### config.mk
export PLATFORM = sky130hd
export DESIGN_NAME = link_pm_ctrl
export DESIGN_NICKNAME = d
export VERILOG_FILES = /design/src/rtl/link_pm_pkg.sv /design/src/rtl/link_pm_exit_timer.sv /design/src/rtl/link_pm_lane.sv /design/src/rtl/link_pm_main_fsm.sv /design/src/rtl/link_pm_ctrl.sv
export SDC_FILE = /design/constraint.sdc
export NUM_CORES = 1
export LEC_CHECK = 0
export ABC_AREA = 1
export BUFFER_PORTS_ARGS = -buffer_cell sky130_fd_sc_hd__buf_2
export CORE_ASPECT_RATIO = 1.5
export CORE_MARGIN = 2
export CORE_UTILIZATION = 50
export CTS_BUF_LIST = sky130_fd_sc_hd__clkbuf_4
export CTS_CLUSTER_DIAMETER = 100
export DETAILED_ROUTE_END_ITERATION = 16
export PLACE_DENSITY_LB_ADDON = 0.05
export SKIP_CTS_REPAIR_TIMING = 1
export SYNTH_ARGS = -nofsm -noshare
export SYNTH_HDL_FRONTEND = slang
export SYNTH_HIERARCHICAL = 1
export SYNTH_SLANG_ARGS = --single-unit
### constraint.sdc
create_clock -name clk -period 3.1 [get_ports clk]
set_clock_uncertainty 0.1 [all_clocks]
set_input_delay 0.93 -clock clk [delete_from_list [all_inputs] [get_ports clk]]
set_output_delay 0.93 -clock clk [all_outputs]
set_load 0.005 [all_outputs]
### src/rtl/link_pm_pkg.sv
package link_pm_pkg;

  typedef enum logic [1:0] {
    DEV_ON   = 2'd0,
    DEV_LITE = 2'd1,
    DEV_DEEP = 2'd2,
    DEV_HOT  = 2'd3
  } dev_pwr_e;

  typedef enum logic [2:0] {
    CODE_ACTIVE = 3'd0,
    CODE_STBY   = 3'd1,
    CODE_LOW    = 3'd2,
    CODE_PREOFF = 3'd3,
    CODE_AUXOFF = 3'd4,
    CODE_DEAD   = 3'd5
  } link_code_e;

  typedef enum logic [2:0] {
    MS_ACTIVE,
    MS_LOW,
    MS_LOW_EXIT,
    MS_PREOFF,
    MS_AUXOFF,
    MS_DEAD
  } main_st_e;

  typedef enum logic [1:0] {
    LN_ON,
    LN_IDLE,
    LN_WAKE
  } lane_st_e;

endpackage

### src/rtl/link_pm_exit_timer.sv
module link_pm_exit_timer #(
  parameter int CNT_W = 8
) (
  input  logic             clk,
  input  logic             rst_n,
  input  logic             load,
  input  logic [CNT_W-1:0] len,
  output logic             done
);

  logic [CNT_W-1:0] cnt_q;
  logic [CNT_W-1:0] cnt_d;
  logic             cnt_en;

  always_comb begin
    cnt_d = cnt_q;
    if (load) begin
      cnt_d = (len == '0) ? CNT_W'(1) : len;
    end else if (cnt_q != '0) begin
      cnt_d = cnt_q - CNT_W'(1);
    end
  end

  assign cnt_en = load || (cnt_q != '0);

  always_ff @(posedge clk or negedge rst_n) begin
    if (!rst_n) begin
      cnt_q <= '0;
    end else if (cnt_en) begin
      cnt_q <= cnt_d;
    end
  end

  assign done = (cnt_q == CNT_W'(1));

endmodule

### src/rtl/link_pm_lane.sv
module link_pm_lane
  import link_pm_pkg::*;
#(
  parameter int CNT_W = 8
) (
  input  logic             clk,
  input  logic             rst_n,
  input  logic             allow,
  input  logic             force_on,
  input  logic             idle,
  input  logic [CNT_W-1:0] exit_len,
  output logic             eidle,
  output logic             rdy
);

  lane_st_e st_q;
  lane_st_e st_d;
  logic     tmr_load;
  logic     tmr_done;
  logic     rdy_d;
  logic     rdy_q;

  link_pm_exit_timer #(.CNT_W(CNT_W)) tmr_i (
    .clk  (clk),
    .rst_n(rst_n),
    .load (tmr_load),
    .len  (exit_len),
    .done (tmr_done)
  );

  always_comb begin
    st_d     = st_q;
    tmr_load = 1'b0;
    unique case (st_q)
      LN_ON: begin
        if (allow && idle) st_d = LN_IDLE;
      end
      LN_IDLE: begin
        if (!idle || !allow) begin
          st_d     = LN_WAKE;
          tmr_load = 1'b1;
        end
      end
      LN_WAKE: begin
        if (tmr_done) st_d = LN_ON;
      end
      default: st_d = LN_ON;
    endcase
    if (force_on) begin
      st_d     = LN_ON;
      tmr_load = 1'b0;
    end
  end

  assign rdy_d = (st_q == LN_WAKE) && tmr_done && !force_on;

  always_ff @(posedge clk or negedge rst_n) begin
    if (!rst_n) begin
      st_q  <= LN_ON;
      rdy_q <= 1'b0;
    end else begin
      st_q  <= st_d;
      rdy_q <= rdy_d;
    end
  end

  assign eidle = (st_q != LN_ON);
  assign rdy   = rdy_q;

endmodule

### src/rtl/link_pm_main_fsm.sv
module link_pm_main_fsm
  import link_pm_pkg::*;
#(
  parameter int CNT_W = 8
) (
  input  logic             clk,
  input  logic             rst_n,
  input  logic [1:0]       dev_state,
  input  logic             l1_req,
  input  logic             no_pending,
  input  logic             remove_req,
  input  logic             aux_present,
  input  logic             wake_n,
  input  logic             pwr_restored,
  input  logic [CNT_W-1:0] exit_len,
  output main_st_e         state,
  output logic             rdy,
  output logic             err
);

  main_st_e st_q;
  main_st_e st_d;
  logic     tmr_load;
  logic     tmr_done;
  logic     err_set;
  logic     err_q;
  logic     rdy_q;
  logic     dev_on;
  logic     dev_hot;

  assign dev_on  = (dev_state == DEV_ON);
  assign dev_hot = (dev_state == DEV_HOT);

  link_pm_exit_timer #(.CNT_W(CNT_W)) tmr_i (
    .clk  (clk),
    .rst_n(rst_n),
    .load (tmr_load),
    .len  (exit_len),
    .done (tmr_done)
  );

  always_comb begin
    st_d     = st_q;
    tmr_load = 1'b0;
    err_set  = 1'b0;
    unique case (st_q)
      MS_ACTIVE: begin
        if (remove_req) err_set = 1'b1;
        if ((l1_req || !dev_on) && no_pending) st_d = MS_LOW;
      end
      MS_LOW: begin
        if (remove_req) begin
          if (dev_hot) st_d = MS_PREOFF;
          else         err_set = 1'b1;
        end else if (dev_on && !l1_req) begin
          st_d     = MS_LOW_EXIT;
          tmr_load = 1'b1;
        end
      end
      MS_LOW_EXIT: begin
        if (remove_req) err_set = 1'b1;
        if (tmr_done) st_d = MS_ACTIVE;
      end
      MS_PREOFF: begin
        if (!remove_req) st_d = aux_present ? MS_AUXOFF : MS_DEAD;
      end
      MS_AUXOFF: begin
        if (!wake_n) st_d = MS_ACTIVE;
      end
      MS_DEAD: begin
        if (pwr_restored) st_d = MS_ACTIVE;
      end
      default: st_d = MS_ACTIVE;
    endcase
  end

  always_ff @(posedge clk or negedge rst_n) begin
    if (!rst_n) begin
      st_q  <= MS_ACTIVE;
      rdy_q <= 1'b0;
    end else begin
      st_q  <= st_d;
      rdy_q <= (st_q == MS_LOW_EXIT) && tmr_done;
    end
  end

  always_ff @(posedge clk or negedge rst_n) begin
    if (!rst_n) begin
      err_q <= 1'b0;
    end else if (err_set) begin
      err_q <= 1'b1;
    end
  end

  assign state = st_q;
  assign rdy   = rdy_q;
  assign err   = err_q;

endmodule

### src/rtl/link_pm_ctrl.sv
module link_pm_ctrl
  import link_pm_pkg::*;
#(
  parameter int CNT_W = 8
) (
  input  logic             clk,
  input  logic             rst_n,
  input  logic [1:0]       dev_state,
  input  logic             tx_idle,
  input  logic             rx_idle,
  input  logic             l1_req,
  input  logic             no_pending,
  input  logic             remove_req,
  input  logic             aux_present,
  input  logic             wake_n,
  input  logic             pwr_restored,
  input  logic [CNT_W-1:0] l0s_exit_cyc,
  input  logic [CNT_W-1:0] l1_exit_cyc,
  output logic [2:0]       link_state,
  output logic             tx_eidle,
  output logic             rx_eidle,
  output logic             pll_off,
  output logic             clk_gate,
  output logic             exit_ready,
  output logic             pm_err
);

  localparam int NUM_DIR = 2;

  main_st_e             main_st;
  logic                 main_rdy;
  logic                 lane_allow;
  logic                 lane_force;
  logic [NUM_DIR-1:0]   dir_idle;
  logic [NUM_DIR-1:0]   dir_eidle;
  logic [NUM_DIR-1:0]   dir_rdy;
  logic                 main_active;
  logic                 deep_low;

  assign dir_idle = {rx_idle, tx_idle};

  link_pm_main_fsm #(.CNT_W(CNT_W)) fsm_i (
    .clk         (clk),
    .rst_n       (rst_n),
    .dev_state   (dev_state),
    .l1_req      (l1_req),
    .no_pending  (no_pending),
    .remove_req  (remove_req),
    .aux_present (aux_present),
    .wake_n      (wake_n),
    .pwr_restored(pwr_restored),
    .exit_len    (l1_exit_cyc),
    .state       (main_st),
    .rdy         (main_rdy),
    .err         (pm_err)
  );

  assign main_active = (main_st == MS_ACTIVE);
  assign lane_allow  = main_active && (dev_state == DEV_ON);
  assign lane_force  = !main_active;

  for (genvar g = 0; g < NUM_DIR; g++) begin : g_dir
    link_pm_lane #(.CNT_W(CNT_W)) lane_i (
      .clk     (clk),
      .rst_n   (rst_n),
      .allow   (lane_allow),
      .force_on(lane_force),
      .idle    (dir_idle[g]),
      .exit_len(l0s_exit_cyc),
      .eidle   (dir_eidle[g]),
      .rdy     (dir_rdy[g])
    );
  end

  always_comb begin
    unique case (main_st)
      MS_ACTIVE:   link_state = (|dir_eidle) ? CODE_STBY : CODE_ACTIVE;
      MS_LOW,
      MS_LOW_EXIT: link_state = CODE_LOW;
      MS_PREOFF:   link_state = CODE_PREOFF;
      MS_AUXOFF:   link_state = CODE_AUXOFF;
      default:     link_state = CODE_DEAD;
    endcase
  end

  assign deep_low   = !main_active && (main_st != MS_LOW_EXIT);
  assign tx_eidle   = dir_eidle[0] || !main_active;
  assign rx_eidle   = dir_eidle[1] || !main_active;
  assign pll_off    = deep_low;
  assign clk_gate   = !main_active;
  assign exit_ready = main_rdy || ((|dir_rdy) && main_active);

endmodule

==> impl_metrics.ini, run 1 <==
[placed_design]
dpl-instance-area_um2 = 2930
buffer_ports.inserted = 36
place.detailed.hpwl_um = 4510
place.gp.congestion = 0.824

[worst_hold_path]
holdCritStartpoint = fsm_i/err
min_path_type = register to register

[worst_setup_path]
worst_setup_path_startpoint = fsm_i/state[1]
worstSetupEndpointType = primary output
worst-endpoint-required_ns = 2.07
worst_setup_path_start_kind = register
rr_endpoint = g_dir[0].lane_i/tmr_i/cnt_q[1]
worstSetupPathType = register to primary output
timing.reg2reg.setup_slack_ns = 1.02
critical_path.reg2reg.startpoint = fsm_i/state[1]
crit_end = rx_eidle
timing.critical_path.arrival_ns = 1.43
timing.critical_path.fanout_max = 9
r2r_cells = 12

[floorplanning]
die_w_um = 64.0
fp.dieArea_um2 = 6010
floorplan_row_count = 32
start_util_pct = 52.2
ioPinCount = 37
core-area_um2 = 5160
die_y_um = 94.0

[timing]
grt_setup_unrepaired = no
setup-tns-final_ns = 0
max-slew-margin-rel_pct = 47.0
timing.final.crit_period_ns = 2.46
setup_violations = 0
finalHoldViolCount = 0
max_freq_mhz = 406
slew_violations = 0
final_min_period_over_clock_period_pct = 79.5
worstMarginPinSlew_ns = 0.795

[grt]
grt_pass1_wl_um = 10300
grt_antenna_before_repair = 0
track_usage_pct = 21.8
grt_overflow = 0
first_global_vias = 2411
largest_net_degree_at_the_start_of_global_routing = 36

[cells_and_area]
area_delta_synth_final_pct = 10.7
layout.cells.most_common_list = sky130_fd_sc_hd__nand2_1 (96), sky130_fd_sc_hd__nor2_1 (78), sky130_fd_sc_hd__inv_1 (50)
design_area_um2 = 2990
antenna_cells_inserted = 0
final_net_count = 463
mostFrequentLayoutCell = sky130_fd_sc_hd__nand2_1
layout-drive-gt1-share_pct = 23.2
num-fill-cells = 526

[drt]
drt-pass1-iter-count = 4
antenna_left = 0
drc_errors = 0
via_count = 2452
drt_first_iter_violations = 94
route.detailed.wl_per_inst_um = 11.5
drt-total-wl_um = 5690
avgViaCountPerCell = 4.95

[status]
status = finished, final reports clean

[synth]
synth.lib_cells_used.distinct = 29
synth.yosys.seq_area_share_pct = 32.5
syn_area_per_cell_um2 = 6.99
synth_seq_cells = 35
synth_warnings = 6
syn-instance-count = 386
netlist_area_um2 = 2700
synth_nets = 423

[pwr]
power_density_nw_per_um2 = 897
leakage_nw = 1.63
vdd.ir_drop.worst_mv = 0.488

[cts]
tritoncts = yes
clock_slew_at_reported_path_ffs_ns = 0.11
cts_max_level = 2
clk_path_buf_depth = 2
clk_root_buffer_cell = sky130_fd_sc_hd__clkbuf_4
numCtsBuffers = 5
clock_latency_ns = 0.34
clkSinkCount = 35

[run]
drv.max_cap_violation_count = 0
[synth_stat cells]
master                     instances  area, um2
sky130_fd_sc_hd__nor3_1           11       55.1
sky130_fd_sc_hd__nor2_4            7       78.8
sky130_fd_sc_hd__a21oi_1           6       30.0
sky130_fd_sc_hd__clkbuf_1          1       3.75
sky130_fd_sc_hd__nor3_2            3       30.0
sky130_fd_sc_hd__o22ai_1           9       56.3
sky130_fd_sc_hd__nand2_4           1       11.3
sky130_fd_sc_hd__ha_1              9        113
sky130_fd_sc_hd__nor2_2            6       37.5
sky130_fd_sc_hd__o21ai_0           8       40.0
sky130_fd_sc_hd__or2_2             1       6.26
sky130_fd_sc_hd__o211ai_1          1       7.51
sky130_fd_sc_hd__nand2_1          96        360
sky130_fd_sc_hd__inv_4             3       18.8
sky130_fd_sc_hd__xor2_1            3       26.3
sky130_fd_sc_hd__inv_1            50        188
sky130_fd_sc_hd__nor2_8            3       60.1
sky130_fd_sc_hd__nand2_2           3       18.8
sky130_fd_sc_hd__dfrtp_1          35        876
sky130_fd_sc_hd__inv_2            10       37.5
sky130_fd_sc_hd__nand4_1           1       6.26
sky130_fd_sc_hd__nand3_1          18       90.1
sky130_fd_sc_hd__or2_0             1       6.26
sky130_fd_sc_hd__nand3_4           6        105
sky130_fd_sc_hd__nor2_1           78        293
sky130_fd_sc_hd__buf_6             3       33.8
sky130_fd_sc_hd__o21ai_2           9       78.8
sky130_fd_sc_hd__a21oi_2           2       17.5
sky130_fd_sc_hd__nor4_1            2       12.5
[area by class of cell]
cell class / instances / area, um2 / share of cell area, %
multi-input combinational: 284 / 1540 / 51.6
sequential: 35 / 876 / 29.3
inverter: 63 / 244 / 8.17
timing repair buffer: 37 / 188 / 6.29
tap: 68 / 85.1 / 2.85
clock buffer: 5 / 37.5 / 1.26
clock inverter: 3 / 15.0 / 0.503
[layer usage]
metal	GRT usage (%)	vias up	wire length, um
li1	-	1276	-
met1	24.1	1123	2280
met2	41.2	46	3110
met3	3.96	7	209
met4	7.07	0	80
met5	0	-	0
[where the power goes]
group          internal, mW  switching [mW]  leakage (nW)  total, mW
combinational         0.567           0.967          1.18       1.53
clock                0.0845           0.166        0.0347      0.251
sequential            0.663           0.229         0.418      0.892
[worst max-delay path, stage by stage (launching register included)]
cell and delay, ns:
sky130_fd_sc_hd__dfrtp_1 0.55, sky130_fd_sc_hd__inv_1 0.17, sky130_fd_sc_hd__nand2_4 0.17, sky130_fd_sc_hd__inv_2 0.05
sky130_fd_sc_hd__nand2_1 0.05, sky130_fd_sc_hd__buf_2 0.11
[per-stage QoR]
step	total power, mW	utilization [%]	hold WS [ns]	instances	worst slack, ns
after floorplan	2.10	-	0.363	386	0.843
after global placement	2.44	56.8	0.359	487	0.491
after detailed placement	2.45	56.8	0.358	487	0.451
after CTS	2.71	57.8	0.388	495	0.640
after global routing	2.99	57.8	0.410	495	0.524
final	2.68	57.8	0.380	495	0.637
[cells by family after synthesis]
family          Yosys count  synth area share [%]
compound gates           35                  8.53
xor+xnor                  3                 0.974
simple gates            237                  43.4
flops                    35                  32.5
buf+inv                  67                  10.4
fa+ha+maj                 9                  4.17
[how the worst min path moves through the flow]
stage,end,slack [ns],depth (start not counted)
global route,fsm_i/err,0.41,2
global placement,fsm_i/err,0.36,2
finish,fsm_i/err,0.38,2
CTS,fsm_i/err,0.39,2
detailed placement,fsm_i/err,0.36,2
floorplan,fsm_i/err,0.36,2
[registers in the layout (all words and copies together), names as in the netlist]
register and count:
fsm_i/err 1, fsm_i/rdy 1, fsm_i/state 3, fsm_i/tmr_i/cnt_q 8
g_dir.lane_i/rdy 2, g_dir.lane_i/st_q 4, g_dir.lane_i/tmr_i/cnt_q 16
Power figures use the tool's default switching activity.
==> run 2: changes to the inputs <==
--- a/config.mk
+++ b/config.mk
@@ -5,7 +5,7 @@
 export SDC_FILE = /design/constraint.sdc
 export NUM_CORES = 1
 export LEC_CHECK = 0
-export ABC_AREA = 1
+export ABC_AREA = 0
 export BUFFER_PORTS_ARGS = -buffer_cell sky130_fd_sc_hd__buf_2
 export CORE_ASPECT_RATIO = 1.5
 export CORE_MARGIN = 2
==> constraint.sdc (replaced) <==
create_clock -name clk -period 2.02 [get_ports clk]
set_clock_uncertainty 0.1 [all_clocks]
set_input_delay 0.606 -clock clk [delete_from_list [all_inputs] [get_ports clk]]
set_output_delay 0.606 -clock clk [all_outputs]
set_load 0.005 [all_outputs]
==> run 2 against run 1 <==
The run now ends with setup timing left. Clock power grew 57%. Hold slack got worse by 0.18 ns. Sequential power rose by 41%. Routed wire length grew 2.5%. Clock-buffer cell count is 1 higher. Power up 45%. Highest routed layer unchanged.
==> impl_metrics.ini, run 2 <==
[status]
status = complete, but fails checks
violated_checks = setup timing

[cells_and_area]
antenna_cells_inserted = 0
largest_register = g_dir.lane_i/tmr_i/cnt_q
reg.largest.list = g_dir.lane_i/tmr_i/cnt_q x16, fsm_i/tmr_i/cnt_q x8, g_dir.lane_i/st_q x4
layout.cells.most_common_list = sky130_fd_sc_hd__buf_4 (40), sky130_fd_sc_hd__buf_2 (36), sky130_fd_sc_hd__dfrtp_1 (34)
final_net_count = 362
mostFrequentLayoutCell = sky130_fd_sc_hd__buf_4
largest_register_ff_count = 16
fin_cells = 374
area_delta_synth_final_pct = 38.4
layout-drive-gt1-share_pct = 46.0

[drt]
drt_first_iter_violations = 85
drc_errors = 0
via_count = 2152
highest-signal-layer = met4
antenna_left = 0
dr_wl_met2_um = 3390
drt-total-wl_um = 5830
m1WireLength_um = 2230
route.detailed.wl_per_inst_um = 15.6
avgViaCountPerCell = 5.75
detailroute.wirelength.met3_um = 126
drt-pass1-iter-count = 4

[placed_design]
place.detailed.instances = 356
place.gp.congestion = 0.821
buffer_ports.inserted = 36
place.detailed.hpwl_um = 4100

[timing]
finalHoldViolCount = 0
timing.final.crit_period_ns = 2.28
worstMarginPinSlew_ns = 0.482
grt_setup_unrepaired = yes
slew_violations = 0
finalWorstSetupSlack_ns = -0.264
setup-tns-final_ns = -1.17
max_freq_mhz = 438
setup_violations = 11
max-slew-margin-rel_pct = 67.9
final_min_period_over_clock_period_pct = 113
finalHoldWorstSlack_ns = 0.204

[pwr]
vdd.ir_drop.worst_mv = 0.641
report.power.total_mw = 3.88
leakage_nw = 1.30
power_density_nw_per_um2 = 1230

[grt]
track_usage_pct = 23.0
largest_net_degree_at_the_start_of_global_routing = 36
first_global_vias = 2119
grt_pass1_wl_um = 9140
grt_overflow = 0
grt_antenna_before_repair = 0

[worst_setup_path]
worstSetupEndpointType = primary output
cell_family_contributing_the_most_delay_on_the_critical_path = simple AND/OR/NAND/NOR gates
worstSetupPathType = register to primary output
critical_path_cell_with_the_highest_stage_delay = sky130_fd_sc_hd__dfrtp_1
timing.critical_path.arrival_ns = 1.58
cp_num_buf_inv = 2
worst-endpoint-required_ns = 1.31
worst_setup_path_start_kind = register
slowest_stage_delay_cp_ns = 0.40
cp_cell_instances = or3_4 -> buf_6 -> or2_1 -> buf_2
timing.critical_path.fanout_max = 8

[floorplanning]
die_w_um = 59.1
fp.dieArea_um2 = 5120
die_y_um = 86.7
floorplan_row_count = 30
start_util_pct = 51.0
ioPinCount = 37
core-area_um2 = 4470

[synth]
synth.lib_cells_used.distinct = 42
synth_seq_cells = 35
syn_area_per_cell_um2 = 9.29
synth.yosys.seq_area_share_pct = 38.5
number_of_flops_mapped_to_enable_cells_by_yosys = 0
synth_flop_cell = sky130_fd_sc_hd__dfrtp_1
synth_nets = 282
synth_top_area_share_pct = 38.5
synth_area_leader_cell = sky130_fd_sc_hd__dfrtp_1
syn-instance-count = 245
async_flop_share_pct = 100
post_synth_main_area_contributors = sky130_fd_sc_hd__dfrtp_1 (38%), sky130_fd_sc_hd__ha_1 (4.9%), sky130_fd_sc_hd__a221oi_1 (3.5%), sky130_fd_sc_hd__inv_1 (3.5%), sky130_fd_sc_hd__xnor2_1 (3.5%)
netlist_area_um2 = 2280
yosys.cell_count.top_type = sky130_fd_sc_hd__dfrtp_1
synth_warnings = 6
synth.cells.most_frequent = sky130_fd_sc_hd__dfrtp_1 (35), sky130_fd_sc_hd__inv_1 (21), sky130_fd_sc_hd__nor2_1 (20)

[cts]
clock_slew_at_reported_path_ffs_ns = 0.11
clk_root_buffer_cell = sky130_fd_sc_hd__clkbuf_4
clkSinkCount = 35
cts_max_level = 2
numCtsBuffers = 5
clock_latency_ns = 0.34
clk_path_buf_depth = 2
tritoncts = yes

[run]
drv.max_cap_violation_count = 0

[worst_hold_path]
min_path_type = primary input to asynchronous set/reset pin
run 2: cell types whose count changed in the layout (fill, tap and decap cells not counted), moves of 7 or more:
cell / previous run / this run
sky130_fd_sc_hd__nand3_1: 18 / 1
sky130_fd_sc_hd__o22ai_1: 9 / 0
sky130_fd_sc_hd__inv_1: 50 / 20
sky130_fd_sc_hd__nor2_4: 7 / 0
sky130_fd_sc_hd__xnor2_1: 0 / 9
sky130_fd_sc_hd__nor2_1: 78 / 17
sky130_fd_sc_hd__nand2_1: 96 / 11
sky130_fd_sc_hd__buf_4: 1 / 40
sky130_fd_sc_hd__o21ai_2: 9 / 1
sky130_fd_sc_hd__inv_2: 10 / 1
run 2: stage by stage:
stage / util (%) / cell area [um2] / setup slack (ns)
floorplan: - / 2310 / -0.0224
global placement: 61.7 / 2760 / -0.0313
detailed placement: 61.7 / 2760 / -0.0431
CTS: 63.0 / 2820 / -0.381
global route: 70.6 / 3150 / -0.320
finish: 70.6 / 3150 / -0.264
run 2: kinds of logic (layout without fill, tap and decap cells):
| group | Yosys count | after routing | synth area share (%) |
|---|---|---|---|
| fa+ha+maj | 9 | 9 | 4.95 |
| simple gates | 106 | 106 | 28.9 |
| compound gates | 55 | 55 | 17.5 |
| mux | 1 | 1 | 0.659 |
| flops | 35 | 35 | 38.5 |
| buf+inv | 30 | 111 | 6.04 |
| xor+xnor | 9 | 9 | 3.46 |
run 2: path summary, 6_finish.rpt:
kind	from	end	slack (ns)	cells past startpoint
setup / recovery	fsm_i/state[0]	rx_eidle	-0.26	4
hold / removal	rst_n	g_dir[1].lane_i/tmr_i/cnt_q[3]	0.20	2
setup reg to reg	fsm_i/state[0]	g_dir[0].lane_i/tmr_i/cnt_q[2]	-0.06	9
hold reg to reg	fsm_i/err	fsm_i/err	0.38	1
max in group asynchronous	rst_n	g_dir[1].lane_i/tmr_i/cnt_q[1]	1.27	2
min in group clk	l1_exit_cyc[3]	fsm_i/tmr_i/cnt_q[3]	0.38	3
run 2: cell type report:
| class | instances | area, um2 |
|---|---|---|
| Clock buffer | 6 | 45.0 |
| Multi-Input combinational cell | 180 | 1530 |
| Timing Repair Buffer | 82 | 548 |
| Fill cell | 350 | 1320 |
| Clock inverter | 2 | 12.5 |
| Tap cell | 48 | 60.1 |
| Sequential cell | 35 | 877 |
| Inverter | 21 | 78.8 |
run 2: worst register-to-register path, cell delays in order (launching register included):
cell and delay [ns]:
sky130_fd_sc_hd__dfrtp_1 0.40, sky130_fd_sc_hd__or3_4 0.39, sky130_fd_sc_hd__buf_4 0.16, sky130_fd_sc_hd__nor3_4 0.18, sky130_fd_sc_hd__nand2_2 0.10, sky130_fd_sc_hd__nand2_2 0.10, sky130_fd_sc_hd__nor3_4 0.04, sky130_fd_sc_hd__buf_6 0.16
sky130_fd_sc_hd__buf_8 0.14, sky130_fd_sc_hd__o31ai_2 0.22
run 2: metal layers:
| metal | vias to the layer above | global-route usage (%) |
|---|---|---|
| li1 | 1063 | - |
| met1 | 1046 | 24.8 |
| met2 | 34 | 44.1 |
| met3 | 9 | 3.13 |
| met4 | 0 | 7.85 |
| met5 | - | 0 |
run 2: power breakdown:
| part | internal, mW | leakage [nW] | total, mW | switching [mW] |
|---|---|---|---|---|
| Clock | 0.148 | 0.0317 | 0.394 | 0.246 |
| Combinational | 1.17 | 0.848 | 2.23 | 1.06 |
| Sequential | 0.986 | 0.424 | 1.26 | 0.270 |
